<file path="src/rtl/flagreg_pkg.sv">
// Package: shared operation classes and status bit positions for the
// status flag register. Assumes an 8-bit status byte.
package flagreg_pkg;
    typedef enum logic [1:0] {
        OPC_ADD   = 2'd0,
        OPC_SUB   = 2'd1,
        OPC_LOGIC = 2'd2,
        OPC_ROT   = 2'd3
    } opc_t;

    localparam int STAT_W      = 8;
    localparam int ARITH_FLAGS = 4;
    localparam int BIT_C       = 0;
    localparam int BIT_AC      = 1;
    localparam int BIT_Z       = 2;
    localparam int BIT_OV      = 3;
    localparam int BIT_PD      = 4;
    localparam int BIT_TO      = 5;
endpackage

</file>
<file path="src/rtl/flag_carry_chain.sv">
// Ripple carry chain over two operands. It exposes the carry out, the
// carry out of the low nibble and the carry into the top bit.
// Assumes 0 < NIB_W < W.
module flag_carry_chain #(
    parameter int W     = 8,
    parameter int NIB_W = 4
) (
    input  logic [W-1:0] a,
    input  logic [W-1:0] b,
    input  logic         cin,
    output logic         c_out,
    output logic         c_nib,
    output logic         c_msb_in
);
    logic [W:0] cy;

    assign cy[0] = cin;

    // One full-adder carry stage per operand bit
    for (genvar i = 0; i < W; i++) begin : g_stage
        assign cy[i+1] = (a[i] & b[i]) | (cy[i] & (a[i] ^ b[i]));
    end

    assign c_out    = cy[W];
    assign c_nib    = cy[NIB_W];
    assign c_msb_in = cy[W-1];
endmodule

</file>
<file path="src/rtl/flag_arith_unit.sv">
// Arithmetic flag group (carry, nibble carry, zero, overflow).
// It derives the candidate flags from the ALU operands. The operation
// class and the per-flag mask gate the update, and a software write
// overrides it. Assumes the ALU result is consistent with the operands.
module flag_arith_unit
    import flagreg_pkg::*;
#(
    parameter int DATA_W = 8,
    parameter int NIB_W  = 4
) (
    input  logic                   clk,
    input  logic                   rst_n,
    input  logic                   alu_valid,
    input  opc_t                   op,
    input  logic [DATA_W-1:0]      a,
    input  logic [DATA_W-1:0]      b,
    input  logic [DATA_W-1:0]      res,
    input  logic                   rot_bit,
    input  logic [ARITH_FLAGS-1:0] mask,
    input  logic                   wr_en,
    input  logic [ARITH_FLAGS-1:0] wr_val,
    output logic [ARITH_FLAGS-1:0] flags_q
);
    logic                   is_sub;
    logic [DATA_W-1:0]      b_eff;
    logic                   c_out, c_nib, c_msb_in;
    logic                   res_zero;
    logic [ARITH_FLAGS-1:0] flags_d;

    assign is_sub   = (op == OPC_SUB);
    assign b_eff    = is_sub ? ~b : b;
    assign res_zero = (res == '0);

    flag_carry_chain #(.W(DATA_W), .NIB_W(NIB_W)) u_chain (
        .a        (a),
        .b        (b_eff),
        .cin      (is_sub),
        .c_out    (c_out),
        .c_nib    (c_nib),
        .c_msb_in (c_msb_in)
    );

    // Next flag value: hold, masked ALU update, or software write
    always_comb begin
        flags_d = flags_q;
        if (alu_valid) begin
            unique case (op)
                OPC_ADD, OPC_SUB: begin
                    if (mask[BIT_C])  flags_d[BIT_C]  = c_out;
                    if (mask[BIT_AC]) flags_d[BIT_AC] = c_nib;
                    if (mask[BIT_Z])  flags_d[BIT_Z]  = res_zero;
                    if (mask[BIT_OV]) flags_d[BIT_OV] = c_out ^ c_msb_in;
                end
                OPC_LOGIC: begin
                    if (mask[BIT_Z])  flags_d[BIT_Z]  = res_zero;
                end
                OPC_ROT: begin
                    if (mask[BIT_C])  flags_d[BIT_C]  = rot_bit;
                end
                default: flags_d = flags_q;
            endcase
        end
        if (wr_en) flags_d = wr_val;
    end

    // Flag storage with synchronous power-up clear
    always_ff @(posedge clk) begin
        if (!rst_n) flags_q <= '0;
        else        flags_q <= flags_d;
    end
endmodule

</file>
<file path="src/rtl/flag_sticky_unit.sv">
// Power/watchdog history bits. The halted bit is set by halt and cleared
// by watchdog clear, with halt winning. The expired bit is set by timeout
// and cleared by halt or watchdog clear, with timeout winning.
// Assumes event strobes are single-cycle and synchronous to clk.
module flag_sticky_unit (
    input  logic clk,
    input  logic rst_n,
    input  logic evt_halt,
    input  logic evt_wdt_clr,
    input  logic evt_wdt_to,
    output logic pd_q,
    output logic to_q
);
    // Halted history bit
    always_ff @(posedge clk) begin
        if (!rst_n)           pd_q <= 1'b0;
        else if (evt_halt)    pd_q <= 1'b1;
        else if (evt_wdt_clr) pd_q <= 1'b0;
    end

    // Watchdog-expired history bit
    always_ff @(posedge clk) begin
        if (!rst_n)                       to_q <= 1'b0;
        else if (evt_wdt_to)              to_q <= 1'b1;
        else if (evt_halt || evt_wdt_clr) to_q <= 1'b0;
    end
endmodule

</file>
<file path="src/rtl/cpu_flag_reg.sv">
// Status flag register top. It combines the arithmetic flag group with
// the power/watchdog history bits into one status byte with zero-filled
// top bits. Assumes all inputs are synchronous to clk.
module cpu_flag_reg
    import flagreg_pkg::*;
#(
    parameter int DATA_W = 8,
    parameter int NIB_W  = 4
) (
    input  logic              clk,
    input  logic              rst_n,
    input  logic              alu_valid,
    input  logic [1:0]        alu_op,
    input  logic [DATA_W-1:0] opnd_a,
    input  logic [DATA_W-1:0] opnd_b,
    input  logic [DATA_W-1:0] alu_res,
    input  logic              rot_bit,
    input  logic [3:0]        upd_mask,
    input  logic              evt_halt,
    input  logic              evt_wdt_clr,
    input  logic              evt_wdt_to,
    input  logic              wr_en,
    input  logic [7:0]        wr_data,
    output logic [7:0]        rd_data
);
    localparam int PAD_W = STAT_W - BIT_TO - 1;

    logic [ARITH_FLAGS-1:0] arith_q;
    logic                   pd_q, to_q;

    flag_arith_unit #(.DATA_W(DATA_W), .NIB_W(NIB_W)) u_arith (
        .clk       (clk),
        .rst_n     (rst_n),
        .alu_valid (alu_valid),
        .op        (opc_t'(alu_op)),
        .a         (opnd_a),
        .b         (opnd_b),
        .res       (alu_res),
        .rot_bit   (rot_bit),
        .mask      (upd_mask),
        .wr_en     (wr_en),
        .wr_val    (wr_data[ARITH_FLAGS-1:0]),
        .flags_q   (arith_q)
    );

    flag_sticky_unit u_sticky (
        .clk         (clk),
        .rst_n       (rst_n),
        .evt_halt    (evt_halt),
        .evt_wdt_clr (evt_wdt_clr),
        .evt_wdt_to  (evt_wdt_to),
        .pd_q        (pd_q),
        .to_q        (to_q)
    );

    // Status byte assembly; unused top bits are tied to zero
    always_comb begin
        rd_data = {{PAD_W{1'b0}}, to_q, pd_q, arith_q};
    end
endmodule

</file>
<file path="config.mk">
export PLATFORM = sky130hd
export DESIGN_NAME = cpu_flag_reg
export DESIGN_NICKNAME = d
export VERILOG_FILES = /design/src/rtl/flagreg_pkg.sv /design/src/rtl/flag_carry_chain.sv /design/src/rtl/flag_arith_unit.sv /design/src/rtl/flag_sticky_unit.sv /design/src/rtl/cpu_flag_reg.sv
export SDC_FILE = /design/constraint.sdc
export NUM_CORES = 1
export LEC_CHECK = 0
export BUFFER_PORTS_ARGS = -buffer_cell sky130_fd_sc_hd__clkbuf_2
export CELL_PAD_IN_SITES_DETAIL_PLACEMENT = 2
export CELL_PAD_IN_SITES_GLOBAL_PLACEMENT = 2
export CORE_UTILIZATION = 20
export DETAILED_ROUTE_END_ITERATION = 10
export PLACE_DENSITY_LB_ADDON = 0.05
export SYNTH_ARGS = -nofsm -noshare
export SYNTH_HDL_FRONTEND = slang
export SYNTH_SLANG_ARGS = --single-unit
</file>
<file path="constraint.sdc">
create_clock -name clk -period 3.05 [get_ports clk]
set_input_delay 0.1525 -clock clk [delete_from_list [all_inputs] [get_ports clk]]
set_output_delay 0.1525 -clock clk [all_outputs]
set_load 0.02 [all_outputs]
</file>
==> results.ini, run 1 <==
[power_and_ir_drop]
power_density_nw_per_um2 = 304
power_leakage_nw = 0.466
max-vdd-ir-drop_uv = 77.4

[route]
route.met2.wl_um = 942
viasPerCell = 4.33
wl_per_cell_um = 11.3
firstDrtPassIters = 2
wl_met3_um = 166
drtIter0Drc = 5
ant_nets = 0
routed_wl_mm = 1.84
num_vias = 705
top_layer = met3
wl_met1_um = 728
route.detailed.drc = 0

[clocking]
cts_sinks = 6
clkTransAtPathRegs_ns = 0.05
ctsHoldBuffers = 0
htree_levels = 1
cts_made_buffers = 3
clk_latency_ns = 0.24
cts_tree = built
post_cts.resized_instances = 0
cts_root_buffer = clkbuf_4
post-cts-setup-buffers = 0
clock_path_buffers = 2

[final_layout]
drive_gt1_frac = 0.471
fin_nets = 174
diodes = 0
final_cell_mix = clkbuf_2, xnor2_1, ha_1
syn_to_final_growth_pct = 42.5
mostFrequentLayoutCell = clkbuf_2

[floorplan]
dieArea_um2 = 3420
die_y_um = 58.5
core_area_um2 = 3030
die_x_um = 58.5
start_util = 0.211
io_pins = 54
rows = 20

[synthesis]
synth_edf_count = 0
syn_avg_cell_area_um2 = 8.62
synth_top_flop_cell = dfxtp_1
yosys_register_bits = 6
netlist_area_um2 = 638
ys_warn_count = 0
ys_types = 31
synth_area_leaders = dfxtp_1, ha_1, xnor2_1, mux2i_1, a221oi_2
seq_area_frac_synth = 0.188
synth.largest_area_cell = dfxtp_1
synthCells = 74
netlist.area_leader.share = 0.188
synth_async_sr_flop_share = 0

[sta]
hold-worst-slack_ns = 0.135
fin_skew_ns = 0
finalMaxSlewViolations = 0
fin_crit_ns = 2.18
fin_crit_sh = 0.716
max_freq_mhz = 458
finalHoldViolCount = 0
setup_violations = 0
rsz0062_at_grt = no
tns_ns = 0

[critical_path]
worst_setup_path_start_kind = input pin
cp_cell_sequence = clkbuf_2 -> nand2b_1 -> xnor2_1 -> ha_1 -> or3_1 -> o32ai_2 -> o21ai_2 -> mux2i_1 -> a221oi_2
path_max_fanout = 8
cp.arrival_ns = 2.34
path_depth = 9
crit_required_ns = 3.21
path_delay_family = simple AND/OR/NAND/NOR gates
critical-path-max-stage-delay_ns = 0.38
critPathKind = input pin to register
critical_path.endpoint_type = register
cp_slowest_cell = nand2b_1
reg2reg_depth = 4
critPathBufInv = 1

[run_status]
status = finished, final reports clean

[global_route]
grt_first_pass_wirelength_mm = 3.12
overflow = 0
antenna_found_initial = 0
grt_usage = 0.118
grt_max_degree = 11
grt_pass1_vias = 775

[flow_run]
cap_violations = 0

[placement]
place_congestion = 0.667
dpl.hpwl_mm = 1.65
portBuffers = 47

[worst_hold_path]
hold_path_depth = 3
hp-class = input pin to register

[Yosys cell counts, types with 2 or more instances]
| library cell | instances |
|---|---|
| inv_1 | 4 |
| nor2_1 | 5 |
| buf_4 | 4 |
| nor3_1 | 2 |
| xnor2_1 | 7 |
| mux2i_1 | 4 |
| nand2b_1 | 3 |
| nand2_1 | 3 |
| dfxtp_1 | 6 |
| or3_1 | 2 |
| a31oi_1 | 2 |
| a221oi_2 | 2 |
| ha_1 | 7 |
| nor4_1 | 2 |
| a21oi_1 | 5 |
[worst paths after layout]
| check | startpoint | endpoint | slack, ns |
|---|---|---|---|
| max | alu_op[1] | u_arith.flags_q[3] | 0.87 |
| min | evt_wdt_to | u_sticky.to_q | 0.14 |
| max reg2reg | u_arith.flags_q[0] | u_arith.flags_q[0] | 2.21 |
| min reg2reg | u_sticky.pd_q | u_sticky.pd_q | 0.48 |
[power by group]
group	switching [mW]	internal, mW
sequential	0.00272	0.0843
combinational	0.0578	0.0574
clock	0.0293	0.0446
total	0.0899	0.186
[state kept, by name, summed over array words and instances (netlist names)]
| signal | cells |
|---|---|
| u_arith.flags_q | 4 |
| u_sticky.to_q | 1 |
| u_sticky.pd_q | 1 |
[cell families after synthesis]
kind of cell | Yosys count | share of synthesized area
other cells | 1 | 0.00588
compound gates | 15 | 0.188
flops | 6 | 0.188
fa+ha+maj | 7 | 0.137
mux | 5 | 0.0804
simple gates | 23 | 0.210
buf+inv | 10 | 0.0941
xor+xnor | 7 | 0.0961
[cell type report]
class / instances / area, µm²
well taps: 44 / 55.1
inverters: 4 / 15.0
flip-flops and latches: 6 / 120
repair buffers: 47 / 235
clock buffers: 3 / 22.5
multi-input cells: 59 / 462
fillers: 359 / 2120
[worst min-delay path, cell delays in order]
cell      delay [ns]
clkbuf_2        0.08
a31oi_1         0.03
nor2_1          0.07
[stage by stage]
step | setup slack (ns) | total power, mW | instance area [µm²] | utilization | instances
2_1_floorplan | 1.01 | 0.164 | 642 | - | 75
3_3_place_gp | 0.593 | 0.204 | 887 | 0.293 | 160
3_5_place_dp | 0.544 | 0.207 | 887 | 0.293 | 160
4_1_cts | 0.800 | 0.286 | 910 | 0.300 | 163
5_1_grt | 0.685 | 0.305 | 910 | 0.300 | 163
6_report | 0.867 | 0.276 | 910 | 0.300 | 163
[layer usage]
metal	vias to the layer above	track usage
met4	0	0.0204
li1	355	-
met1	319	0.120
met5	-	0
met3	0	0.0418
met2	31	0.233
No activity file was read; power rests on OpenSTA's default activity.
==> run 2: changes to the inputs <==
--- a/config.mk
+++ b/config.mk
@@ -8,7 +8,7 @@
 export BUFFER_PORTS_ARGS = -buffer_cell sky130_fd_sc_hd__clkbuf_2
 export CELL_PAD_IN_SITES_DETAIL_PLACEMENT = 2
 export CELL_PAD_IN_SITES_GLOBAL_PLACEMENT = 2
-export CORE_UTILIZATION = 20
+export CORE_UTILIZATION = 17
 export DETAILED_ROUTE_END_ITERATION = 10
 export PLACE_DENSITY_LB_ADDON = 0.05
 export SYNTH_ARGS = -nofsm -noshare
==> constraint.sdc (replaced) <==
create_clock -name clk -period 1.9 [get_ports clk]
set_input_delay 0.095 -clock clk [delete_from_list [all_inputs] [get_ports clk]]
set_output_delay 0.095 -clock clk [all_outputs]
set_load 0.02 [all_outputs]
==> results.ini, run 2 (synthesized netlist as in run 1, its figures left out) <==
[flow_run]
cap_violations = 0  ; unchanged

[power_and_ir_drop]
finalPower_mw = 0.551  ; +99%
power_density_nw_per_um2 = 552  ; +82%
max-vdd-ir-drop_uv = 197  ; +150%
power_leakage_nw = 0.509  ; +9.3%

[final_layout]
drive_gt1_frac = 0.508  ; +0.0373
reg_top3 = u_arith.flags_q: 4 flops, u_sticky.pd_q: 1 flops, u_sticky.to_q: 1 flops
sequential_cell_area_um2 = 120  ; unchanged
final_cells = 172  ; +5.5%
largest-register = u_arith.flags_q
largest_reg_flops = 4  ; unchanged
fin_nets = 181  ; +4.0%
final_cell_mix = clkbuf_2, xnor2_1, ha_1, buf_4, dfxtp_1
syn_to_final_growth_pct = 56.3
fillers = 435  ; +21%
diodes = 0  ; unchanged
multi_input_area_um2 = 475  ; +3.0%
mostFrequentLayoutCell = clkbuf_2

[worst_hold_path]
hold_path_depth = 3  ; unchanged
hp-class = input pin to register

[route]
viasPerCell = 4.24  ; -1.9%
drtIter0Drc = 9  ; +4
route.detailed.drc = 0  ; unchanged
firstDrtPassIters = 2  ; unchanged
num_vias = 730  ; +3.5%
routed_wl_mm = 2.07  ; +13%
ant_nets = 0  ; unchanged
wl_per_cell_um = 12.0  ; +6.9%

[placement]
place_inst = 168  ; +5.0%
place_congestion = 0.642  ; -3.8%
dpl.hpwl_mm = 1.81  ; +9.8%
portBuffers = 47  ; unchanged

[sta]
fin_crit_ns = 1.74
finalMaxSlewViolations = 0  ; unchanged
tns_ns = 0  ; unchanged
hold-worst-slack_ns = 0.0765  ; -0.0589 ns
fin_skew_ns = 0  ; unchanged
finalHoldViolCount = 0  ; unchanged
setup_violations = 0  ; unchanged
max_freq_mhz = 573
fin_crit_sh = 0.918
rsz0062_at_grt = no

[critical_path]
reg2reg_depth = 4  ; unchanged
crit_required_ns = 2.04  ; -1.17 ns
critPathKind = input pin to register
path_max_fanout = 4  ; -4
cp.arrival_ns = 1.88  ; -0.46 ns
worst_setup_path_start_kind = input pin
rrSetupSlack_ns = 1.02  ; -1.19 ns
critical_path.endpoint_type = register

[global_route]
grt_pass1_vias = 776  ; +0.13%
grt_usage = 0.111  ; -0.00784
grt_first_pass_wirelength_mm = 3.40  ; +9.1%
overflow = 0  ; unchanged
grt_max_degree = 11  ; unchanged
antenna_found_initial = 0  ; unchanged

[clocking]
cts_sinks = 6  ; unchanged
clock_path_buffers = 2  ; unchanged
cts_tree = built
clk_latency_ns = 0.22  ; -0.02 ns
htree_levels = 1  ; unchanged
clkTransAtPathRegs_ns = 0.04  ; about the same
cts_root_buffer = clkbuf_8
cts_made_buffers = 3  ; unchanged

[run_status]
status = finished, final reports clean

[floorplan]
core_area_um2 = 3470  ; +15%
die_x_um = 63.3  ; +8.2%
io_pins = 54  ; unchanged
die_y_um = 63.3  ; +8.2%
dieArea_um2 = 4000  ; +17%
start_util = 0.184  ; -0.0268
rows = 21  ; +5.0%

run 2: per-stage QoR:
stage,setup WS (ns),utilization,cell area (µm²)
floorplan,0.0120,-,646
global placement,-0.165,0.269,935
detailed placement,-0.213,0.269,935
CTS,0.0103,0.281,976
global route,0.00545,0.288,997
finish,0.155,0.288,997
run 2: worst max-delay path, stage by stage:
cell and delay, ns:
clkbuf_2 0.10, nand2b_2 0.22, xnor2_1 0.15, ha_1 0.18, or3_1 0.41, o32ai_4 0.25, o21ai_2 0.12, mux2i_1 0.14
a221oi_2 0.22
run 2: layout make-up:
type / count / share of cell area
multi-input cells: 59 / 0.477
repair buffers: 54 / 0.289
flip-flops and latches: 6 / 0.120
well taps: 46 / 0.0577
clock buffers: 3 / 0.0414
inverters: 4 / 0.0151
run 2: path summary, 6_finish.rpt:
path                                      endpoint               start
worst min-delay path                 u_sticky.to_q          evt_wdt_to
worst max-delay path            u_arith.flags_q[3]           alu_op[1]
worst min register to register       u_sticky.pd_q       u_sticky.pd_q
worst max register to register  u_arith.flags_q[0]  u_arith.flags_q[0]
run 2: timing repair:
item                       CTS  global route
setup endpoints to repair    0             2
hold buffers                 0             0
buffers inserted             0             1
gates resized for setup      0             2
run 2: power by group:
part / leakage (nW) / internal, mW / switching (mW)
Combinational: 0.437 / 0.116 / 0.104
Sequential: 0.0498 / 0.136 / 0.00445
Clock: 0.0216 / 0.136 / 0.0547
Total: 0.509 / 0.388 / 0.163
run 2: routing by layer:
metal / GRT usage / share of wire / up-vias
li1: - / - / 366
met1: 0.145 / 0.48 / 327
met2: 0.177 / 0.44 / 35
met3: 0.0326 / 0.075 / 2
met4: 0.0256 / 0.0068 / 0
met5: 0 / 0 / -
==> run 3: changes to the inputs <==
--- a/config.mk
+++ b/config.mk
@@ -5,11 +5,12 @@
 export SDC_FILE = /design/constraint.sdc
 export NUM_CORES = 1
 export LEC_CHECK = 0
-export BUFFER_PORTS_ARGS = -buffer_cell sky130_fd_sc_hd__clkbuf_2
+export BUFFER_PORTS_ARGS = -buffer_cell sky130_fd_sc_hd__buf_2
 export CELL_PAD_IN_SITES_DETAIL_PLACEMENT = 2
 export CELL_PAD_IN_SITES_GLOBAL_PLACEMENT = 2
 export CORE_UTILIZATION = 17
 export DETAILED_ROUTE_END_ITERATION = 10
+export MAX_ROUTING_LAYER = met4
 export PLACE_DENSITY_LB_ADDON = 0.05
 export SYNTH_ARGS = -nofsm -noshare
 export SYNTH_HDL_FRONTEND = slang
==> results.ini, run 3 (synthesized netlist as in run 1, its figures left out) <==
[power_and_ir_drop]
p_int_mw = 0.391  ; +0.72%
power_frac_clock = 0.346  ; about the same
power_density_nw_per_um2 = 553  ; +0.20%
power_frac_comb = 0.402  ; +0.003
power.switching_mw = 0.164  ; +0.66%
max-vdd-ir-drop_uv = 194  ; -1.6%
power_leakage_nw = 0.503  ; -1.2%
switching_share = 0.295  ; about the same
pwr-share-seq = 0.252  ; -0.003

[route]
firstDrtPassIters = 2  ; unchanged
route.detailed.drc = 0  ; unchanged
drtIter0Drc = 8  ; -1
wl_per_cell_um = 11.8  ; -1.6%
ant_nets = 0  ; unchanged
routed_wl_mm = 2.04  ; -1.6%
num_vias = 736  ; +0.82%
viasPerCell = 4.28  ; +0.82%

[run_status]
status = finished, final reports clean

[critical_path]
worst_setup_path_start_kind = input pin
critPathKind = input pin to register
reg2reg_depth = 4  ; unchanged
cp.arrival_ns = 1.89  ; about the same
path_max_fanout = 4  ; unchanged
r2r_start = u_arith.flags_q[0]
crit_required_ns = 2.03  ; about the same
critical_path.endpoint_type = register
rrSetupSlack_ns = 1.04  ; +0.02 ns
r2r_end = u_arith.flags_q[0]

[placement]
place_inst = 168  ; unchanged
dpl.hpwl_mm = 1.80  ; -0.94%
portBuffers = 47  ; unchanged
place_congestion = 0.647  ; +0.70%

[floorplan]
start_util = 0.184  ; unchanged
core_area_um2 = 3470  ; unchanged
dieArea_um2 = 4000  ; unchanged
die_y_um = 63.3  ; unchanged
rows = 21  ; unchanged
io_pins = 54  ; unchanged
die_x_um = 63.3  ; unchanged

[final_layout]
reg_top3 = u_arith.flags_q: 4 flops, u_sticky.pd_q: 1 flops, u_sticky.to_q: 1 flops
fillers = 445  ; +2.3%
mostFrequentLayoutCell = buf_2
multi_input_area_um2 = 480  ; +1.1%
largest-register = u_arith.flags_q
drive_gt1_frac = 0.516  ; +0.00794
sequential_cell_area_um2 = 120  ; unchanged
diodes = 0  ; unchanged
syn_to_final_growth_pct = 57.1
fin_nets = 181  ; unchanged
final_cells = 172  ; unchanged
largest_reg_flops = 4  ; unchanged
final_cell_mix = buf_2, xnor2_1, ha_1, buf_4, dfxtp_1

[sta]
fin_skew_ns = 0  ; unchanged
rsz0062_at_grt = no
setup_violations = 0  ; unchanged
fin_crit_ns = 1.75  ; +0.00896 ns
finalMaxSlewViolations = 0  ; unchanged
fin_crit_sh = 0.923  ; +0.00472
hold-worst-slack_ns = 0.0908  ; +0.0143 ns
max_freq_mhz = 570  ; -0.51%
finalHoldViolCount = 0  ; unchanged

[worst_hold_path]
hp-class = input pin to register
hold_path_depth = 3  ; unchanged
hold-path-endpoint = u_sticky.to_q
min_from = evt_wdt_to

[clocking]
cts_sinks = 6  ; unchanged
clkTransAtPathRegs_ns = 0.04  ; about the same
cts_root_buffer = clkbuf_8
clock_path_buffers = 2  ; unchanged
ctsHoldBuffers = 0  ; unchanged
cts_tree = built
htree_levels = 1  ; unchanged
cts_made_buffers = 3  ; unchanged
clk_latency_ns = 0.22  ; about the same

[global_route]
overflow = 0  ; unchanged
grt_usage = 0.114  ; +0.00370
antenna_found_initial = 0  ; unchanged
grt_pass1_vias = 792  ; +2.1%
grt_first_pass_wirelength_mm = 3.53  ; +3.9%
grt_max_degree = 11  ; unchanged

[flow_run]
cap_violations = 0  ; unchanged

[run 3: changes by cell type in the layout (fill, tap and decap cells not counted), sizes merged]
cell	previous run	this run
buf	7	54
clkbuf	50	3
[run 3: worst max-delay path, stage by stage]
cell and delay [ns]:
buf_2 0.11, nand2b_2 0.22, xnor2_1 0.15, ha_1 0.20, or3_4 0.38, o32ai_4 0.24, o21ai_2 0.12, mux2i_1 0.14
a221oi_2 0.23
[run 3: through the flow]
| step | util | TNS [ns] | setup slack (ns) | power, mW | cell area [µm²] |
|---|---|---|---|---|---|
| floorplan | - | 0 | 0.0120 | 0.264 | 646 |
| global placement | 0.269 | -0.332 | -0.175 | 0.348 | 935 |
| detailed placement | 0.269 | -0.452 | -0.235 | 0.353 | 935 |
| CTS | 0.285 | 0 | 0.00195 | 0.560 | 987 |
| global route | 0.289 | 0 | 0.0116 | 0.601 | 1000 |
| finish | 0.289 | 0 | 0.146 | 0.555 | 1000 |
[run 3: area by class of cell]
class | instances | area share
tap | 46 | 0.0574
timing repair buffer | 54 | 0.287
inverter | 4 | 0.0150
multi-input combinational | 59 | 0.479
sequential | 6 | 0.120
clock buffer | 3 | 0.0412
[run 3: how the worst max path moves through the flow]
stage                          from                  to  slack, ns  depth (start not counted)
after global routing      alu_op[1]  u_arith.flags_q[3]       0.01                          9
after detailed placement  alu_op[1]  u_arith.flags_q[3]      -0.23                          9
final                     alu_op[1]  u_arith.flags_q[3]       0.15                          9
after floorplan           alu_op[1]  u_arith.flags_q[3]       0.01                          9
after global placement    alu_op[1]  u_arith.flags_q[3]      -0.17                          9
after CTS                 alu_op[1]  u_arith.flags_q[3]      0.002                          9
[run 3: repair_timing]
| action | CTS | global route |
|---|---|---|
| pin swaps | 0 | 1 |
| resized for setup | 1 | 2 |
| setup buffers | 0 | 1 |
| endpoints found under the setup margin | 1 | 2 |
| cloned | 0 | 0 |
[run 3: power by group through the flow]
stage,Combinational [mW],Sequential (mW),Clock [mW]
4_1_cts,0.220,0.140,0.200
2_1_floorplan,0.115,0.149,0
3_3_place_gp,0.206,0.142,0
6_report,0.223,0.140,0.192
3_5_place_dp,0.211,0.142,0
5_1_grt,0.250,0.141,0.210
[run 3: routing by layer]
layer | track usage | share of wire | vias to the layer above
li1 | - | - | 365
met1 | 0.151 | 0.47 | 334
met2 | 0.177 | 0.45 | 35
met3 | 0.0254 | 0.076 | 2
met4 | 0.0256 | 0.0069 | 0
met5 | - | 0 | -
